[src/rtl/line_refill.sv]
module line_refill #(
  parameter int AW = 32,
  parameter int DW = 32,
  localparam int BO = $clog2(DW / 8),
  localparam int LO = BO + 2,
  localparam int RW = AW - LO
) (
  input  logic            clk,
  input  logic            rst_n,
  input  logic            req_valid,
  input  logic            req_miss,
  input  logic [AW-1:0]   req_addr,
  output logic            stall,
  output logic            rdata_valid,
  output logic [DW-1:0]   rdata,
  output logic [3:0]      bank_req,
  output logic [RW-1:0]   bank_row,
  input  logic [3:0]      bank_rvalid,
  input  logic [4*DW-1:0] bank_rdata,
  output logic            line_we,
  output logic [RW-1:0]   line_addr,
  output logic [4*DW-1:0] line_data
);

  logic          active;
  logic [RW-1:0] row_q;
  logic [1:0]    crit_q;
  logic [2:0]    icnt;
  logic [3:0]    filled;
  logic [DW-1:0] wbuf [4];

  logic [1:0] rw;
  logic [1:0] issue_b;
  logic       same_line, start, done;

  assign rw        = req_addr[BO+1:BO];
  assign same_line = active && (req_addr[AW-1:LO] == row_q);
  assign start     = !active && req_valid && req_miss;
  assign done      = active && (&filled);
  assign issue_b   = crit_q + icnt[1:0];

  assign bank_req    = (active && !icnt[2]) ? (4'b0001 << issue_b) : 4'b0000;
  assign bank_row    = row_q;
  assign stall       = req_valid && ((req_miss && !same_line) || (same_line && !filled[rw]));
  assign rdata_valid = req_valid && same_line && filled[rw];
  assign rdata       = wbuf[rw];
  assign line_we     = done;
  assign line_addr   = row_q;

  always_ff @(posedge clk) begin
    if (!rst_n) begin
      active <= 1'b0;
      row_q  <= '0;
      crit_q <= '0;
      icnt   <= '0;
      filled <= '0;
    end else if (start) begin
      active <= 1'b1;
      row_q  <= req_addr[AW-1:LO];
      crit_q <= rw;
      icnt   <= '0;
      filled <= '0;
    end else if (active) begin
      if (!icnt[2]) icnt <= icnt + 3'd1;
      filled <= filled | bank_rvalid;
      if (done) active <= 1'b0;
    end
  end

  for (genvar b = 0; b < 4; b++) begin : g_word
    always_ff @(posedge clk)
      if (active && bank_rvalid[b]) wbuf[b] <= bank_rdata[b*DW +: DW];
    assign line_data[b*DW +: DW] = wbuf[b];
  end


  excl_chk: assert property (@(posedge clk) disable iff (!rst_n)
    !(stall && rdata_valid));


  one_bank_chk: assert property (@(posedge clk) disable iff (!rst_n)
    $onehot0(bank_req));


  wrap_order_chk: assert property (@(posedge clk) disable iff (!rst_n)
    ((|bank_req) && (|$past(bank_req))) |->
      (bank_req == {$past(bank_req[2:0]), $past(bank_req[3])}));


  crit_first_chk: assert property (@(posedge clk) disable iff (!rst_n)
    (!active && req_valid && req_miss) |=>
      (bank_req == (4'b0001 << $past(req_addr[BO+1:BO]))));


  line_pulse_chk: assert property (@(posedge clk) disable iff (!rst_n)
    line_we |=> !line_we);

endmodule

[config.mk]
export PLATFORM = sky130hd
export DESIGN_NAME = line_refill
export DESIGN_NICKNAME = d
export VERILOG_FILES = /design/src/rtl/line_refill.sv
export SDC_FILE = /design/constraint.sdc
export NUM_CORES = 1
export LEC_CHECK = 0
export ABC_CLOCK_PERIOD_IN_PS = 2400
export BUFFER_PORTS_ARGS = -buffer_cell sky130_fd_sc_hd__buf_2
export CAP_MARGIN = 10
export CORE_ASPECT_RATIO = 1.1
export CORE_MARGIN = 2
export CORE_UTILIZATION = 30
export DETAILED_ROUTE_END_ITERATION = 12
export SKIP_LAST_GASP = 1
export SLEW_MARGIN = 30
export SYNTH_ARGS = -nofsm -noshare
export SYNTH_HDL_FRONTEND = slang
export SYNTH_SLANG_ARGS = --single-unit
[constraint.sdc]
create_clock -name clk -period 2.4 [get_ports clk]
set_input_delay 0.48 -clock clk [delete_from_list [all_inputs] [get_ports clk]]
set_output_delay 0.48 -clock clk [all_outputs]
set_load 0.01 [all_outputs]
Word-level counts from Yosys, hierarchy flattened
Memories as Yosys holds them, arrays and structs flattened. Cells that the tools add are included. Widths: inputs -> output; s select.

Bits in registers: 38. Latch bits: 0. Memory bits (writable): 128. Bits in read-only memories: 0. Bits of input ports: 168. Output and inout bits: 223. Word-level logic and storage cells: 52. Memories kept: 1.

Add/sub/neg operators: 2. Multipliers: 0. Div/mod/pow operators: 0. $lt $le $gt $ge: 1. Eq/ne operators: 1. Shifts and indexed selects: 1. Mux-type cells: 15. Bitwise gates (word level): 3. Reductions and logical operators: 22.

Memories: wbuf (depth 4, width 32, read ports 5, clocked after Yosys merged registers in 0, wr ports 4, RTL line 30) `logic [DW-1:0] wbuf [4];`.

Operator list (number): $eq 28x28->1 (1); $logic_and 1x1->1 (14); $mux 1 (12); $logic_not 1->1 (4); $mux 4 (1); $or 4x4->4 (1); $reduce_and 4->1 (1); $shl 1x2->4 const A (1); $add 3x1->3 const B (1); $lt 2x3->1 const B (1); $mux 3 (1); $add 2x2->2 (1); $bmux 1 s2 (1); $not 1->1 (2); $reduce_and 2->1 (1); $reduce_or 2->1 (1); $logic_or 1x1->1 (1).

Longest topological paths before layout
Word-level depth: 6. Depth in mapped cells: 6. Depth with buffers taken out: 5.

Least setup slack after synthesis
Ideal clock, no wire load.

Path kind: input-to-output. From: in req_addr[24]. To: out stall. Arrival time: 1.772 ns. Data required time: 1.920 ns. Path slack: 0.148 ns. Stages on the path: 5. Buffers on the path: 0. Cell sequence: xor2_1 > nor4_1 > nand4_1 > or4_4 > mux2i_1.

Longest elaborated chain between the ends: 6. Elaborated cells between the ends (all ways): 7. Those cells by class: eq/ne: 1; reduce/logical: 6.

RTL lines: from (decl) (RTL line 12) `input logic [AW-1:0] req_addr,`; $eq 28x28->1 * (RTL line 37) `assign same_line = active && (req_addr[AW-1:LO] == row_q);`; $logic_and 1x1->1 * (RTL line 37); $logic_not 1->1 (RTL line 44) `assign stall = req_valid && ((req_miss && !same_line) || (same_line && !filled[rw]));`; $logic_and 1x1->1 (RTL line 44); $logic_or 1x1->1 * (RTL line 44); $logic_and 1x1->1 * (RTL line 44); to (decl) (RTL line 13) `output logic stall,`.

Mark *: on every way between the ends. The rest lies on a longest branch, timed or not.

Worst setup path after layout
From: reg row_q[19], in the netlist bank_row[19]. To: out stall.

Longest elaborated chain between the ends: 6. Elaborated cells between the ends (all ways): 7. Those cells by class: eq/ne: 1; reduce/logical: 6.

RTL lines: from (decl) (RTL line 26) `logic [RW-1:0] row_q;`; from (signal assigned) (RTL line 59) `row_q <= req_addr[AW-1:LO];`; $eq 28x28->1 * (RTL line 37); $logic_and 1x1->1 * (RTL line 37); $logic_not 1->1 (RTL line 44); $logic_and 1x1->1 (RTL line 44); $logic_or 1x1->1 * (RTL line 44); $logic_and 1x1->1 * (RTL line 44).

Marked as above.

==> results by group <==
Global route
  • Vias in the first global route: 5071
  • Gr usage total: 17.9%
  • First-pass GRT wire length: 31.2 mm
  • Maximum number of pins on one net before global-route repair: 36
  • Antenna violations before repair: 0
  • Global route overflow: 0

STA
  • Slew Viols, Final: 0
  • Clock Skews: 0.0113 ns
  • Final Hold Violating Endpoints: 0
  • Final Setup Violations: 2
  • Unrepaired setup endpoints after global routing: yes
  • Slew @ Worst Pin: 0.560 ns
  • Peak Freq: 0.370 GHz
  • Final worst-path cycle share: 113%
  • PnR worst setup slack: -0.306 ns
  • Rel. slew slack: 62.7%
  • Final min period: 2.71 ns
  • Setup TNS: -0.533 ns

Clock tree
  • CTS tree: yes
  • Num CTS Buffers: 17
  • H-tree levels: 4
  • Insertion delay to the later sink of the worst-skew pair: 0.42 ns
  • Hold-fix buffers at CTS: 0
  • Root Buffer: clkbuf_16
  • CTS clk-pin slew, worst paths: 0.07 ns
  • Deepest clock path buffer count: 2
  • Clk sink count: 166

Die
  • Die area: 23500 um2
  • Core ar.: 22000 um2
  • Die Span X: 146 um
  • Die Ht: 161 um
  • Rows: 57
  • I/O Pins: 391
  • Starting Density: 30.4%

Setup path
  • Buf/Inv on CP: 1
  • Crit start category: flop
  • Worst endpoint required time: 1.92 ns
  • Family with the most delay on the worst path: simple AND/OR/NAND/NOR gates
  • CP arrival: 2.23 ns
  • CP Capture Type: output pin
  • Critical-path cell list: xor2_1 -> nor4_2 -> nand4_1 -> or4_4 -> mux2i_1 -> buf_2
  • Crit path max fanout: 2
  • Critical path type: flop to output pin
  • Worst path slowest cell: or4_4
  • Worst path max stage delay: 0.56 ns

Min path
  • Hold Path Class: input port to flop

Power
  • P per Cell Area: 688 nW/um2
  • Worst VDD drop: 0.000438 V
  • Leak: 4.11 nW

Placed design
  • Post-DP HPWL: 16.3 mm
  • Dpl cells: 1080
  • # port buffers: 388
  • Placer congestion estimate: 0.800

Finish
  • Layout Cells excl Fill: 1117
  • Leading cell types in the layout, fill and taps excluded: buf_2, edfxtp_1, nand2_1
  • Commonest non-fill, non-tap cell in the layout: buf_2
  • Reg area: 4620 um2
  • Antenna cell count: 0
  • Multi-input combinational cell area: 1820 um2
  • Filler cells: 2066
  • Share of cells above drive strength 1: 60.5%
  • Syn-to-layout area delta: 43.4%
  • Nets: 979

Drt
  • Vias: 4990
  • Drt via density: 4.47
  • Drt wl/cell: 19.1 um
  • DRC: 0
  • DRT iter0 DRCs: 234
  • Router iterations before antenna repair: 4
  • Wirelength, routed: 21.3 mm
  • Post-DRT Antenna Nets: 0

Synth
  • Syn Area/Cell: 15.8 um2
  • Library cells used by synthesis: 30
  • Post-Syn Area: 6690 um2
  • Post-synth top area cell: edfxtp_1
  • Synth top area share: 57.5%
  • Sequential fraction of the synthesis area: 68.9%
  • Synth top area cells: edfxtp_1, dfxtp_1, mux4_2, nand2_1, buf_4
  • FF+latch count, synth: 166
  • Yosys warning count: 0
  • Synthesized instance count: 423
  • Net Count, Synth: 593

Job
  • Max Cap Viol: 0

Status
  • Status: complete, but fails checks
  • Violated checks: negative setup slack
[repair_timing]
action                     in CTS  in global routing
gates resized for setup         8                  6
setup endpoints to repair       2                  3
gates cloned                    0                  0
buffers inserted                3                  2
pin swaps                      10                  7
[cell usage after synthesis]
cell type  instances
edfxtp_1         128
nand2_1           69
dfxtp_1           38
mux4_2            33
buf_4             28
xor2_1            20
a21boi_1          19
clkbuf_1          15
nor2_1            15
a21boi_0          12
xnor2_1           12
and2_1             6
nor4_1             4
buf_2              3
o21ai_0            3
ha_1               2
nand3_1            2
nand4_1            2
a21oi_1            1
buf_1              1
mux2_2             1
mux2i_1            1
nand2b_1           1
nand3b_1           1
nand4_4            1
nor3_1             1
nor3b_1            1
or2_1              1
or3b_2             1
or4_4              1
[flip-flops by register name, summed over array words and instances (netlist names)]
name and cells:
wbuf 128, bank_row 28, active 1, icnt 3, crit_q 2, filled 4
[final timing paths]
| check | startpoint | endpoint | slack (ns) | cells past startpoint |
|---|---|---|---|---|
| max reg2reg | active | wbuf[2][2] | 0.77 | 3 |
| max | bank_row[19] | stall | -0.31 | 6 |
| min reg2reg | crit_q[0] | crit_q[0] | 0.46 | 2 |
| min | bank_rdata[91] | wbuf[2][27] | 0.23 | 1 |
[final cells by class]
class                   count  area share [%]
clock buffers              19            4.51
multi-input cells         210            18.9
well taps                 295            3.85
flip-flops and latches    166            48.2
clock inverters            13            1.28
repair buffers            414            23.2
[per-stage QoR]
stage	setup slack (ns)	hold WS, ns	instance area (um2)	total power, W	utilization, %
global placement	-0.245	0.449	8960	0.00404	40.8
detailed placement	-0.247	0.453	8960	0.00406	40.8
global route	-0.404	0.202	9590	0.00686	43.7
floorplan	0.148	0.439	6690	0.00366	-
CTS	-0.319	0.206	9560	0.00668	43.5
finish	-0.306	0.227	9590	0.00659	43.7
[where the power goes]
| part | internal, W | switching (W) |
|---|---|---|
| logic | 0.000353 | 0.000374 |
| clock network | 0.00144 | 0.00117 |
| registers | 0.00320 | 0.0000601 |
| total | 0.00499 | 0.00160 |
[logic make-up after synthesis]
family	after synthesis	synth area share (%)
flops	166	68.9
simple gates	106	7.09
buf+inv	47	4.27
compound gates	35	3.78
mux	35	11.4
xor+xnor	32	4.19
fa+ha+maj	2	0.374
[layer usage]
layer,track usage [%],routed length [um],vias to the layer above,part of all wire (%)
met5,0,0,-,0
met4,5.21,289,0,1.4
met3,5.31,1790,21,8.4
met2,31.9,10900,249,51
met1,21.0,8260,2418,39
li1,-,-,2302,-
Note: power is estimated with default switching activity, not from simulation.
